File: src/rtl/pcm_pkg.sv
package pcm_pkg;

  localparam int unsigned BYTE_W = 8;

  // set wins over clear; otherwise hold
  function automatic logic sticky_next(input logic cur, input logic set, input logic clr);
    return set | (cur & ~clr);
  endfunction

  // fill level after one cycle of accepted push/pop
  function automatic int unsigned level_after(input int unsigned lvl, input logic push, input logic pop);
    return lvl + (push ? 1 : 0) - (pop ? 1 : 0);
  endfunction

endpackage

File: src/rtl/pcm_fifo.sv
module pcm_fifo
  import pcm_pkg::*;
#(
  parameter int unsigned W     = 8,
  parameter int unsigned DEPTH = 16
) (
  input  logic                           clk,
  input  logic                           rst_n,
  input  logic                           clr,
  input  logic                           wr,
  input  logic [W-1:0]                   wdata,
  input  logic                           rd,
  output logic [W-1:0]                   rdata,
  output logic [$clog2(DEPTH+1)-1:0]     level,
  output logic [$clog2(DEPTH+1)-1:0]     level_nxt,
  output logic                           full
);
  localparam int AW = $clog2(DEPTH);
  localparam int LW = $clog2(DEPTH + 1);

  logic [W-1:0]  mem [DEPTH];
  logic [AW-1:0] wptr, rptr;
  logic [LW-1:0] cnt;

  wire empty = (cnt == '0);
  wire wr_ok = wr & ~full;
  wire rd_ok = rd & ~empty;

  assign full      = (cnt == LW'(DEPTH));
  assign level     = cnt;
  assign level_nxt = LW'(level_after(int'(cnt), wr_ok, rd_ok));
  assign rdata     = mem[rptr];

  always_ff @(posedge clk or negedge rst_n) begin
    if (!rst_n) begin
      wptr <= '0;
      rptr <= '0;
      cnt  <= '0;
    end else if (clr) begin
      wptr <= '0;
      rptr <= '0;
      cnt  <= '0;
    end else begin
      if (wr_ok) wptr <= wptr + AW'(1);
      if (rd_ok) rptr <= rptr + AW'(1);
      cnt <= level_nxt;
    end
  end

  always_ff @(posedge clk) begin
    if (wr_ok && !clr) mem[wptr] <= wdata;
  end

  p_level_cap_r2: assert property (@(posedge clk) disable iff (!rst_n)
    cnt <= LW'(DEPTH));

  p_level_step_r2: assert property (@(posedge clk) disable iff (!rst_n)
    (cnt == $past(cnt)) || (cnt == $past(cnt) + LW'(1)) ||
    (cnt + LW'(1) == $past(cnt)) || (cnt == '0));

endmodule

File: src/rtl/pcm_serdes.sv
module pcm_serdes #(
  parameter int unsigned BITS = 8
) (
  input  logic            clk,
  input  logic            rst_n,
  input  logic            active,
  input  logic            tick,
  input  logic [BITS-1:0] tx_byte,
  input  logic            tx_avail,
  input  logic            din,
  output logic            pcm_clk,
  output logic            pcm_sync,
  output logic            pcm_dout,
  output logic            tx_pop,
  output logic            underrun_ev,
  output logic            rx_push,
  output logic [BITS-1:0] rx_byte
);
  localparam int SW = $clog2(BITS);
  localparam logic [SW-1:0] LAST = SW'(BITS - 1);
  localparam logic [SW-1:0] PRE  = SW'(BITS - 2);

  logic            sclk_q, sync_q, dout_q, primed_q;
  logic [SW-1:0]   slot_q;
  logic [BITS-1:0] tx_sh, rx_sh;

  // named internal events
  wire rise_ev     = active & tick & ~sclk_q;
  wire fall_ev     = active & tick &  sclk_q;
  wire [SW-1:0] slot_n = slot_q + SW'(1);
  wire frame_start = rise_ev & (slot_n == '0);
  wire [BITS-1:0] load = tx_avail ? tx_byte : '1;
  wire [BITS-1:0] rx_word = {rx_sh[BITS-2:0], din};

  assign tx_pop      = frame_start & tx_avail;
  assign underrun_ev = frame_start & ~tx_avail;
  assign rx_push     = fall_ev & primed_q & (slot_q == LAST);
  assign rx_byte     = rx_word;
  assign pcm_clk     = sclk_q;
  assign pcm_sync    = sync_q;
  assign pcm_dout    = dout_q;

  always_ff @(posedge clk or negedge rst_n) begin
    if (!rst_n) begin
      sclk_q <= 1'b0; sync_q <= 1'b0; dout_q <= 1'b0; primed_q <= 1'b0;
      slot_q <= PRE;  tx_sh  <= '0;   rx_sh  <= '0;
    end else if (!active) begin
      sclk_q <= 1'b0; sync_q <= 1'b0; dout_q <= 1'b0; primed_q <= 1'b0;
      slot_q <= PRE;  tx_sh  <= '0;   rx_sh  <= '0;
    end else begin
      if (rise_ev) begin
        sclk_q <= 1'b1;
        slot_q <= slot_n;
        sync_q <= (slot_n == LAST);
        if (slot_n == '0) begin
          primed_q <= 1'b1;
          dout_q   <= load[BITS-1];
          tx_sh    <= {load[BITS-2:0], 1'b0};
        end else begin
          dout_q <= tx_sh[BITS-1];
          tx_sh  <= {tx_sh[BITS-2:0], 1'b0};
        end
      end
      if (fall_ev) begin
        sclk_q <= 1'b0;
        rx_sh  <= rx_word;
      end
    end
  end

  p_clk_follows_tick_r3: assert property (@(posedge clk) disable iff (!rst_n)
    (active && tick) |=> (pcm_clk != $past(pcm_clk)));

  p_idle_when_off_r4: assert property (@(posedge clk) disable iff (!rst_n)
    !active |=> (!pcm_clk && !pcm_sync && !pcm_dout));

  p_sync_on_rise_r5: assert property (@(posedge clk) disable iff (!rst_n)
    $rose(pcm_sync) |-> pcm_clk);

  p_push_on_fall_r6: assert property (@(posedge clk) disable iff (!rst_n)
    rx_push |=> !pcm_clk);

endmodule

File: src/rtl/pcm_irq_ctrl.sv
module pcm_irq_ctrl
  import pcm_pkg::*;
#(
  parameter int unsigned LW   = 5,
  parameter int unsigned HALF = 8
) (
  input  logic          clk,
  input  logic          rst_n,
  input  logic          clr,
  input  logic          ack,
  input  logic          rx_push_ok,
  input  logic [LW-1:0] rx_level_nxt,
  input  logic          tx_pop,
  input  logic [LW-1:0] tx_level_nxt,
  input  logic          underrun_ev,
  input  logic          overflow_ev,
  output logic          irq,
  output logic          tx_underrun,
  output logic          rx_overflow
);
  localparam logic [LW-1:0] HALF_L = LW'(HALF);

  logic irq_rx_q, irq_tx_q, und_q, ovf_q;

  wire rx_set = rx_push_ok & (rx_level_nxt == HALF_L);
  wire tx_set = tx_pop     & (tx_level_nxt == HALF_L);
  wire rx_clr = ack | (rx_level_nxt < HALF_L);
  wire tx_clr = ack | (tx_level_nxt > HALF_L);

  always_ff @(posedge clk or negedge rst_n) begin
    if (!rst_n) begin
      irq_rx_q <= 1'b0; irq_tx_q <= 1'b0; und_q <= 1'b0; ovf_q <= 1'b0;
    end else if (clr) begin
      irq_rx_q <= 1'b0; irq_tx_q <= 1'b0; und_q <= 1'b0; ovf_q <= 1'b0;
    end else begin
      irq_rx_q <= sticky_next(irq_rx_q, rx_set, rx_clr);
      irq_tx_q <= sticky_next(irq_tx_q, tx_set, tx_clr);
      und_q    <= sticky_next(und_q, underrun_ev, ack);
      ovf_q    <= sticky_next(ovf_q, overflow_ev, ack);
    end
  end

  assign irq         = irq_rx_q | irq_tx_q;
  assign tx_underrun = und_q;
  assign rx_overflow = ovf_q;

  p_irq_has_cause_r9: assert property (@(posedge clk) disable iff (!rst_n)
    $rose(irq) |-> ($past(rx_set) || $past(tx_set)));

  p_flag_sticky_r10: assert property (@(posedge clk) disable iff (!rst_n)
    ($past(tx_underrun) && !$past(ack) && !$past(clr)) |-> tx_underrun);

  p_ack_clears_r10: assert property (@(posedge clk) disable iff (!rst_n)
    (ack && !overflow_ev) |=> !rx_overflow);

endmodule

File: src/rtl/pcm_codec_port.sv
module pcm_codec_port
  import pcm_pkg::*;
#(
  parameter int unsigned DATA_W = BYTE_W,
  parameter int unsigned DEPTH  = 16,
  localparam int unsigned LW    = $clog2(DEPTH + 1),
  localparam int unsigned HALF  = DEPTH / 2
) (
  input  logic              clk,
  input  logic              rst_n,
  input  logic              enable,
  input  logic              rx_enable,
  input  logic              tx_enable,
  input  logic              bit_tick,
  input  logic              tx_wr,
  input  logic [DATA_W-1:0] tx_wdata,
  output logic [LW-1:0]     tx_level,
  input  logic              rx_rd,
  output logic [DATA_W-1:0] rx_rdata,
  output logic [LW-1:0]     rx_level,
  output logic              irq,
  input  logic              irq_ack,
  output logic              tx_underrun,
  output logic              rx_overflow,
  output logic              pcm_clk,
  output logic              pcm_sync,
  output logic              pcm_dout,
  input  logic              pcm_din
);
  wire link_on = enable & rx_enable & tx_enable;
  wire clr_all = ~enable;

  logic [DATA_W-1:0] tx_head, rx_word;
  logic [LW-1:0]     tx_lvl_nxt, rx_lvl_nxt;
  logic              tx_full, rx_full;
  logic              tx_pop, underrun_ev, rx_push;

  wire tx_avail   = (tx_level != '0);
  wire rx_push_ok = rx_push & ~rx_full;
  wire rx_drop    = rx_push &  rx_full;

  pcm_fifo #(.W(DATA_W), .DEPTH(DEPTH)) u_tx_fifo (
    .clk(clk), .rst_n(rst_n), .clr(clr_all),
    .wr(tx_wr & enable), .wdata(tx_wdata),
    .rd(tx_pop), .rdata(tx_head),
    .level(tx_level), .level_nxt(tx_lvl_nxt), .full(tx_full)
  );

  pcm_fifo #(.W(DATA_W), .DEPTH(DEPTH)) u_rx_fifo (
    .clk(clk), .rst_n(rst_n), .clr(clr_all),
    .wr(rx_push), .wdata(rx_word),
    .rd(rx_rd & enable), .rdata(rx_rdata),
    .level(rx_level), .level_nxt(rx_lvl_nxt), .full(rx_full)
  );

  pcm_serdes #(.BITS(DATA_W)) u_serdes (
    .clk(clk), .rst_n(rst_n), .active(link_on), .tick(bit_tick),
    .tx_byte(tx_head), .tx_avail(tx_avail), .din(pcm_din),
    .pcm_clk(pcm_clk), .pcm_sync(pcm_sync), .pcm_dout(pcm_dout),
    .tx_pop(tx_pop), .underrun_ev(underrun_ev),
    .rx_push(rx_push), .rx_byte(rx_word)
  );

  pcm_irq_ctrl #(.LW(LW), .HALF(HALF)) u_irq (
    .clk(clk), .rst_n(rst_n), .clr(clr_all), .ack(irq_ack),
    .rx_push_ok(rx_push_ok), .rx_level_nxt(rx_lvl_nxt),
    .tx_pop(tx_pop), .tx_level_nxt(tx_lvl_nxt),
    .underrun_ev(underrun_ev), .overflow_ev(rx_drop),
    .irq(irq), .tx_underrun(tx_underrun), .rx_overflow(rx_overflow)
  );

  p_underrun_sends_ones_r7: assert property (@(posedge clk) disable iff (!rst_n)
    underrun_ev |=> (pcm_dout && tx_underrun));

  p_drop_only_when_full_r8: assert property (@(posedge clk) disable iff (!rst_n)
    rx_drop |-> (rx_level == LW'(DEPTH)));

  p_disabled_empty_r1: assert property (@(posedge clk) disable iff (!rst_n)
    !enable |=> (tx_level == '0 && rx_level == '0 && !irq));

endmodule

File: config.mk
export PLATFORM = sky130hd
export DESIGN_NAME = pcm_codec_port
export DESIGN_NICKNAME = d
export VERILOG_FILES = /design/src/rtl/pcm_pkg.sv /design/src/rtl/pcm_fifo.sv /design/src/rtl/pcm_serdes.sv /design/src/rtl/pcm_irq_ctrl.sv /design/src/rtl/pcm_codec_port.sv
export SDC_FILE = /design/constraint.sdc
export NUM_CORES = 1
export LEC_CHECK = 0
export BUFFER_PORTS_ARGS = -buffer_cell sky130_fd_sc_hd__buf_4
export CAP_MARGIN = 20
export CORE_ASPECT_RATIO = 1.5
export CORE_MARGIN = 2
export CORE_UTILIZATION = 25
export DETAILED_ROUTE_END_ITERATION = 8
export HOLD_SLACK_MARGIN = 0.08
export PLACE_DENSITY_LB_ADDON = 0.3
export SLEW_MARGIN = 20
export SYNTH_ARGS = -nofsm -noshare
export SYNTH_HDL_FRONTEND = slang
export SYNTH_SLANG_ARGS = --single-unit
File: constraint.sdc
create_clock -name clk -period 7.7 [get_ports clk]
set_clock_uncertainty 0.1 [all_clocks]
set_input_delay 1.155 -clock clk [delete_from_list [all_inputs] [get_ports clk]]
set_output_delay 1.155 -clock clk [all_outputs]
set_load 0.05 [all_outputs]
# Word-level counts from Yosys, hierarchy flattened
# Memory sizes are Yosys's and may differ from the RTL's.
# Cells that the tools add are included.
[totals]
register_bits = 52
ramBits = 256
inputBits = 18
out_inout_bits = 24
elab_cells = 131
memories = 2
[classes]
n_addsub = 9
magnitude_cmp = 2
n_eq_ne = 14
muxes = 41
bitwise = 39
reduce_logical = 7
[mem_list]
columns = ["name", "depth", "width", "rd", "rd_clocked_by_memory_dff", "wr", "line_no", "rtl"]
rows = [
  ["u_rx_fifo.mem", 16, 8, 1, 0, 1, "pcm_fifo.sv:21", "logic [W-1:0] mem [DEPTH];"],
  ["u_tx_fifo.mem", 16, 8, 1, 0, 1, "pcm_fifo.sv:21", ""],
]
[op_table]
columns = ["cell", "n"]
rows = [
  ["two-way mux 4 bit", 8],
  ["two-way mux 8 bit", 4],
  ["bitwise AND 1 bit", 23],
  ["two-way mux 1 bit", 23],
  ["adder 4 x 1 -> 4 bit, second input constant", 4],
  ["two-way mux 7 bit", 2],
  ["adder 5 bit", 2],
  ["equality test 5 x 4 -> 1 bit, second input constant", 2],
  ["equality test 5 bit, second input constant", 2],
  ["logical NOT 5 bit", 2],
  ["two-way mux 5 bit", 2],
  ["subtractor 5 bit", 2],
  ["NOT 1 bit", 9],
  ["!= test 2 x 1 -> 1 bit, second input constant", 4],
  ["OR 1 bit", 7],
  ["equality test 3 bit, second input constant", 2],
  ["two-way mux 3 bit", 2],
  ["!= test 2 bit, second input constant", 3],
  ["greater-than comparator 5 x 4 -> 1 bit, second input constant", 1],
  ["less-than comparator 5 x 4 -> 1 bit, second input constant", 1],
  ["nonzero test 5 bit", 1],
  ["adder 3 x 1 -> 3 bit, second input constant", 1],
  ["logical NOT 3 bit", 1],
  ["!= test 3 bit, second input constant", 1],
  ["2 further kinds", 3],
]

# Depth between registers and ports, before layout
[logic_depth]
word_depth = 16
ltp_mapped = 14
mapped_depth_nobuf = 14

# Modules after synthesis
# Synthesis repeated with hierarchy kept, for this count alone.
[hier_totals]
cells_unflattened = 803
area_unflattened_um2 = 13026.2
[modules_own_cells]
columns = ["module", "n_inst", "cells_each", "area_per_inst_um2", "seq_area_each_um2"]
rows = [
  ["pcm_fifo", 2, 335, 5885.6, 4169.0],
  ["pcm_serdes", 1, 104, 1003.5, 528.0],
  ["pcm_irq_ctrl", 1, 20, 203.9, 100.1],
  ["pcm_codec_port", 1, 9, 47.5, 0.0],
]

# Worst setup path before layout
# OpenSTA, ideal clock, no wires.
[synth_path]
kind = "in2reg"
start = "in enable"
end = "reg u_rx_fifo.cnt[4] (netlist: u_rx_fifo.level[4])"
setup_time_ps = 119
arrival_ps = 3279
required_ps = 7481
path_slack_ps = 4202
stages = 13
path_buffers = 1
path_cell_list = "clkbuf_1 nand2_1 nor2_1 ha_1 inv_1 ha_1 inv_1 fa_1 nand2b_1 a21oi_1 or3b_2 nand2_1 and2_1"
[synth_between]
elab_chain_len = 11
elab_cells_between_ends = 14
classes_between = "add/sub: 2; mux: 3; bitwise: 9"
[synth_rtl]
columns = ["element", "line_no", "rtl"]
rows = [
  ["start: declaration", "pcm_codec_port.sv:11", "input logic enable,"],
  ["bitwise AND 1 bit (2 in series)", "pcm_codec_port.sv:30", "wire link_on = enable & rx_enable & tx_enable;"],
  ["bitwise AND 1 bit (2 in series)", "pcm_serdes.sv:29", "wire fall_ev = active & tick & sclk_q;"],
  ["bitwise AND 1 bit (2 in series)", "pcm_serdes.sv:37", "assign rx_push = fall_ev & primed_q & (slot_q == LAST);"],
  ["bitwise AND 1 bit", "pcm_fifo.sv:26", "wire wr_ok = wr & ~full;"],
  ["two-way mux 1 bit", "pcm_pkg.sv:12", "return lvl + (push ? 1 : 0) - (pop ? 1 : 0);"],
  ["adder 5 bit", "pcm_pkg.sv:12", ""],
  ["subtractor 5 bit", "pcm_pkg.sv:12", ""],
  ["two-way mux 5 bit (*)", "pcm_fifo.sv:39", "end else if (clr) begin"],
  ["end signal: assignment", "pcm_fifo.sv:46", "cnt <= level_nxt;"],
  ["end: declaration", "pcm_fifo.sv:23", "logic [LW-1:0] cnt;"],
]
# Every way passes the cells marked *; elsewhere a longest branch is shown, timed or not.
# A chain may end at the register's enable or synchronous reset.

# Worst setup path after layout
[layout_path]
start = "reg u_rx_fifo.rptr[1]"
end = "out rx_rdata[6]"
[layout_between]
elab_chain_len = 1
[layout_rtl]
columns = ["element", "line_no", "rtl"]
rows = [
  ["start: declaration", "pcm_fifo.sv:22", "logic [AW-1:0] wptr, rptr;"],
  ["start signal: assignment", "pcm_fifo.sv:45", "if (rd_ok) rptr <= rptr + AW'(1);"],
  ["memory (16 x 8 bit)", "n/a", ""],
  ["end: declaration", "pcm_codec_port.sv:19", "output logic [DATA_W-1:0] rx_rdata,"],
]
# No other way between the ends.

==> metrics.cfg <==
[routing]
via_per_inst = 4.34
post_drt_wl_per_cell_um = 19.2
dr.pass1.iters = 4
routed_wl_um = 28200
drtIter0Drc = 376
num_vias = 6360
postRouteAntennaNets = 0
route.detailed.drc = 0

[final_layout]
insertedDiodeCount = 0
syn2layout_area_growth_pct = 15.8
fillCellCount = 5026
final_nets = 819
drive_gt1_share_pct = 20.7
finalInstanceArea_um2 = 14700

[floorplanning]
die_height_um = 280
die-area_um2 = 52600
io_pins = 42
initial_core_util_pct = 25.1
rows = 101
dieWidth_um = 188
core_region_area_um2 = 50400

[synthesis]
synth_edf_count = 256
synthArstFlopShare_pct = 16.6
syn_area_um2 = 12700
ys_types = 49
ys.flop_type = edfxtp_1
synth_area_leaders = edfxtp_1 61%, dfrtp_1 9.7%, mux4_2 8.7%
synth_top_area_share_pct = 60.6
synth.most_common_cell = edfxtp_1
syn_nets = 770
synth_cells = 724
yosysWarnings = 0
synthTopCellsByCount = 256 x edfxtp_1, 49 x dfrtp_1, 49 x mux4_2, 46 x nand2_1, 43 x nor2_1
synth_top_area_cell = edfxtp_1
synth.avg_cell_area_um2 = 17.5
ys_ff_latch = 307
ys_seq_area_share_pct = 70.7

[cts]
htree_levels = 1
cts_tree = yes
cts_root_buf = clkbuf_16
cts_max_path_buffers = 3
clkSlewWorstSetupHoldPaths_ns = 0.06
cts_num_sinks = 307
clkLatencyLatePin_ns = 0.57
ctsHoldBuffers = 0
cts_resized = 0
postCtsSetupRepairBufs = 0
numCtsBuffers = 31

[placement]
place_congestion = 0.741
port_buffers = 41
placed_area_um2 = 13700
hpwl_um = 18500

[grt]
track_usage_pct = 10.8
grt_pass1_vias = 6829
grt_max_degree = 52
grt_pass1_wl_um = 42900
grt_overflow = 0
antenna_found_initial = 1

[power_and_ir_drop]
p_per_area_nw_per_um2 = 257
leakagePower_nw = 4.90
peakVddDrop_v = 0.000186

[sta]
period_share_pct = 54.6
setup_viol = 0
rsz0062_at_grt = false
max_freq_mhz = 238
whs_ns = 0.379
finalSetupTns_ns = 0
final_max_slew_viol_count = 0
period_minus_slack_ns = 4.21
worst_slew_pin_slew_ns = 1.07
finalHoldViolations = 0
slew_headroom_pct = 28.6

[worst_setup_path]
start_kind = register
crit_path_max_fanout = 19
crit_arrival_ns = 2.95
path_class = reg2out
cp.required_ns = 6.44
endpoint_kind = primary output
rrSetupSlack_ns = 4.28

[flow_run]
drv_cap = 0

[hold_path]
hold_class = reg2reg

[run_status]
outcome = finished, final reports clean

==> flip-flops by register name (all words and copies together) (netlist names), 3 cells and up <==
register,flops
u_serdes.tx_sh,7
u_rx_fifo.wptr,4
u_tx_fifo.mem,128
u_rx_fifo.mem,128
u_serdes.slot_q,3
u_tx_fifo.rptr,4
u_tx_fifo.level,5
u_tx_fifo.wptr,4
u_rx_fifo.level,5
u_serdes.rx_sh,7
u_rx_fifo.rptr,4
==> power by group <==
| part | switching (mW) | internal (mW) | total [mW] |
|---|---|---|---|
| clock | 0.616 | 0.807 | 1.42 |
| combinational | 0.290 | 0.197 | 0.487 |
| sequential | 0.0378 | 1.82 | 1.86 |
| total | 0.944 | 2.83 | 3.77 |
==> logic make-up (layout without fill, tap and decap cells) <==
| kind of cell | after synthesis | after routing | synth area share [%] |
|---|---|---|---|
| DFF | 307 | 307 | 70.7 |
| and+or+nand+nor | 165 | 165 | 6.42 |
| muxes | 84 | 84 | 13.5 |
| AOI/OAI and AO/OA | 68 | 68 | 3.28 |
| buffers and inverters | 55 | 129 | 1.98 |
| adders and majority gates | 28 | 28 | 2.88 |
| xor gates and xnor gates | 17 | 17 | 1.17 |
==> cell type report <==
| type | count | area [um^2] | area share (%) |
|---|---|---|---|
| sequential | 307 | 8970 | 61.1 |
| clock buffer | 41 | 813 | 5.54 |
| multi-input combinational | 362 | 3480 | 23.7 |
| clock inverter | 17 | 134 | 0.912 |
| inverter | 23 | 86.3 | 0.588 |
| tap | 669 | 837 | 5.70 |
| timing repair buffer | 48 | 360 | 2.45 |
==> layer usage <==
layer / track usage (%) / vias up / wire length [um]
li1: - / 2918 / -
met1: 12.5 / 3286 / 11300
met2: 20.5 / 112 / 15300
met3: 2.02 / 42 / 1170
met4: 2.32 / 2 / 418
met5: 0 / - / 11
==> final timing paths <==
check,from,endpoint,depth (start not counted)
worst max-delay path,u_rx_fifo.rptr[1],rx_rdata[6],4
worst min-delay path,u_serdes.tx_sh[4],u_serdes.tx_sh[4],2
worst max register to register,u_serdes.slot_q[0],u_irq.irq_tx_q,15
worst min register to register,u_serdes.tx_sh[4],u_serdes.tx_sh[4],2
max in group asynchronous,rst_n,u_tx_fifo.rptr[0],1
min in group asynchronous,rst_n,u_serdes.pcm_sync,1
==> metrics by stage <==
step                std cells  power [mW]  setup WS, ns  utilization (%)
finish                   1467        3.77          3.49             29.1
global route             1467        3.93          3.35             29.1
CTS                      1467        3.82          3.40             29.1
detailed placement       1409        2.40          3.52             27.2
global placement         1409        2.39          3.59             27.2
floorplan                 724        2.24          4.20                -
==> cell usage in the layout (no fill, tap or decap), types with 7 or more instances in the layout <==
cell       count
buf_4         48
clkbuf_1      10
and2_1        15
nor2_1        43
mux4_1        15
nor3_1         7
nand2_1       46
clkbuf_16     31
xnor2_1       12
a22o_1         8
mux4_2        49
nand2b_1       8
nor2b_1        7
inv_1         23
a21oi_1       12
o22ai_1        8
mux2_2        16
edfxtp_1     256
ha_1          26
nand3_1       14
dfrtp_1       47
clkinv_1       9
o21ai_0       26
==> worst max-delay path, cell delays in order (launching register included) <==
cell,delay [ns]
dfrtp_1,0.87
buf_4,0.42
mux4_1,0.38
mux4_2,0.51
buf_4,0.21
No activity file was read; power rests on OpenSTA's default activity.
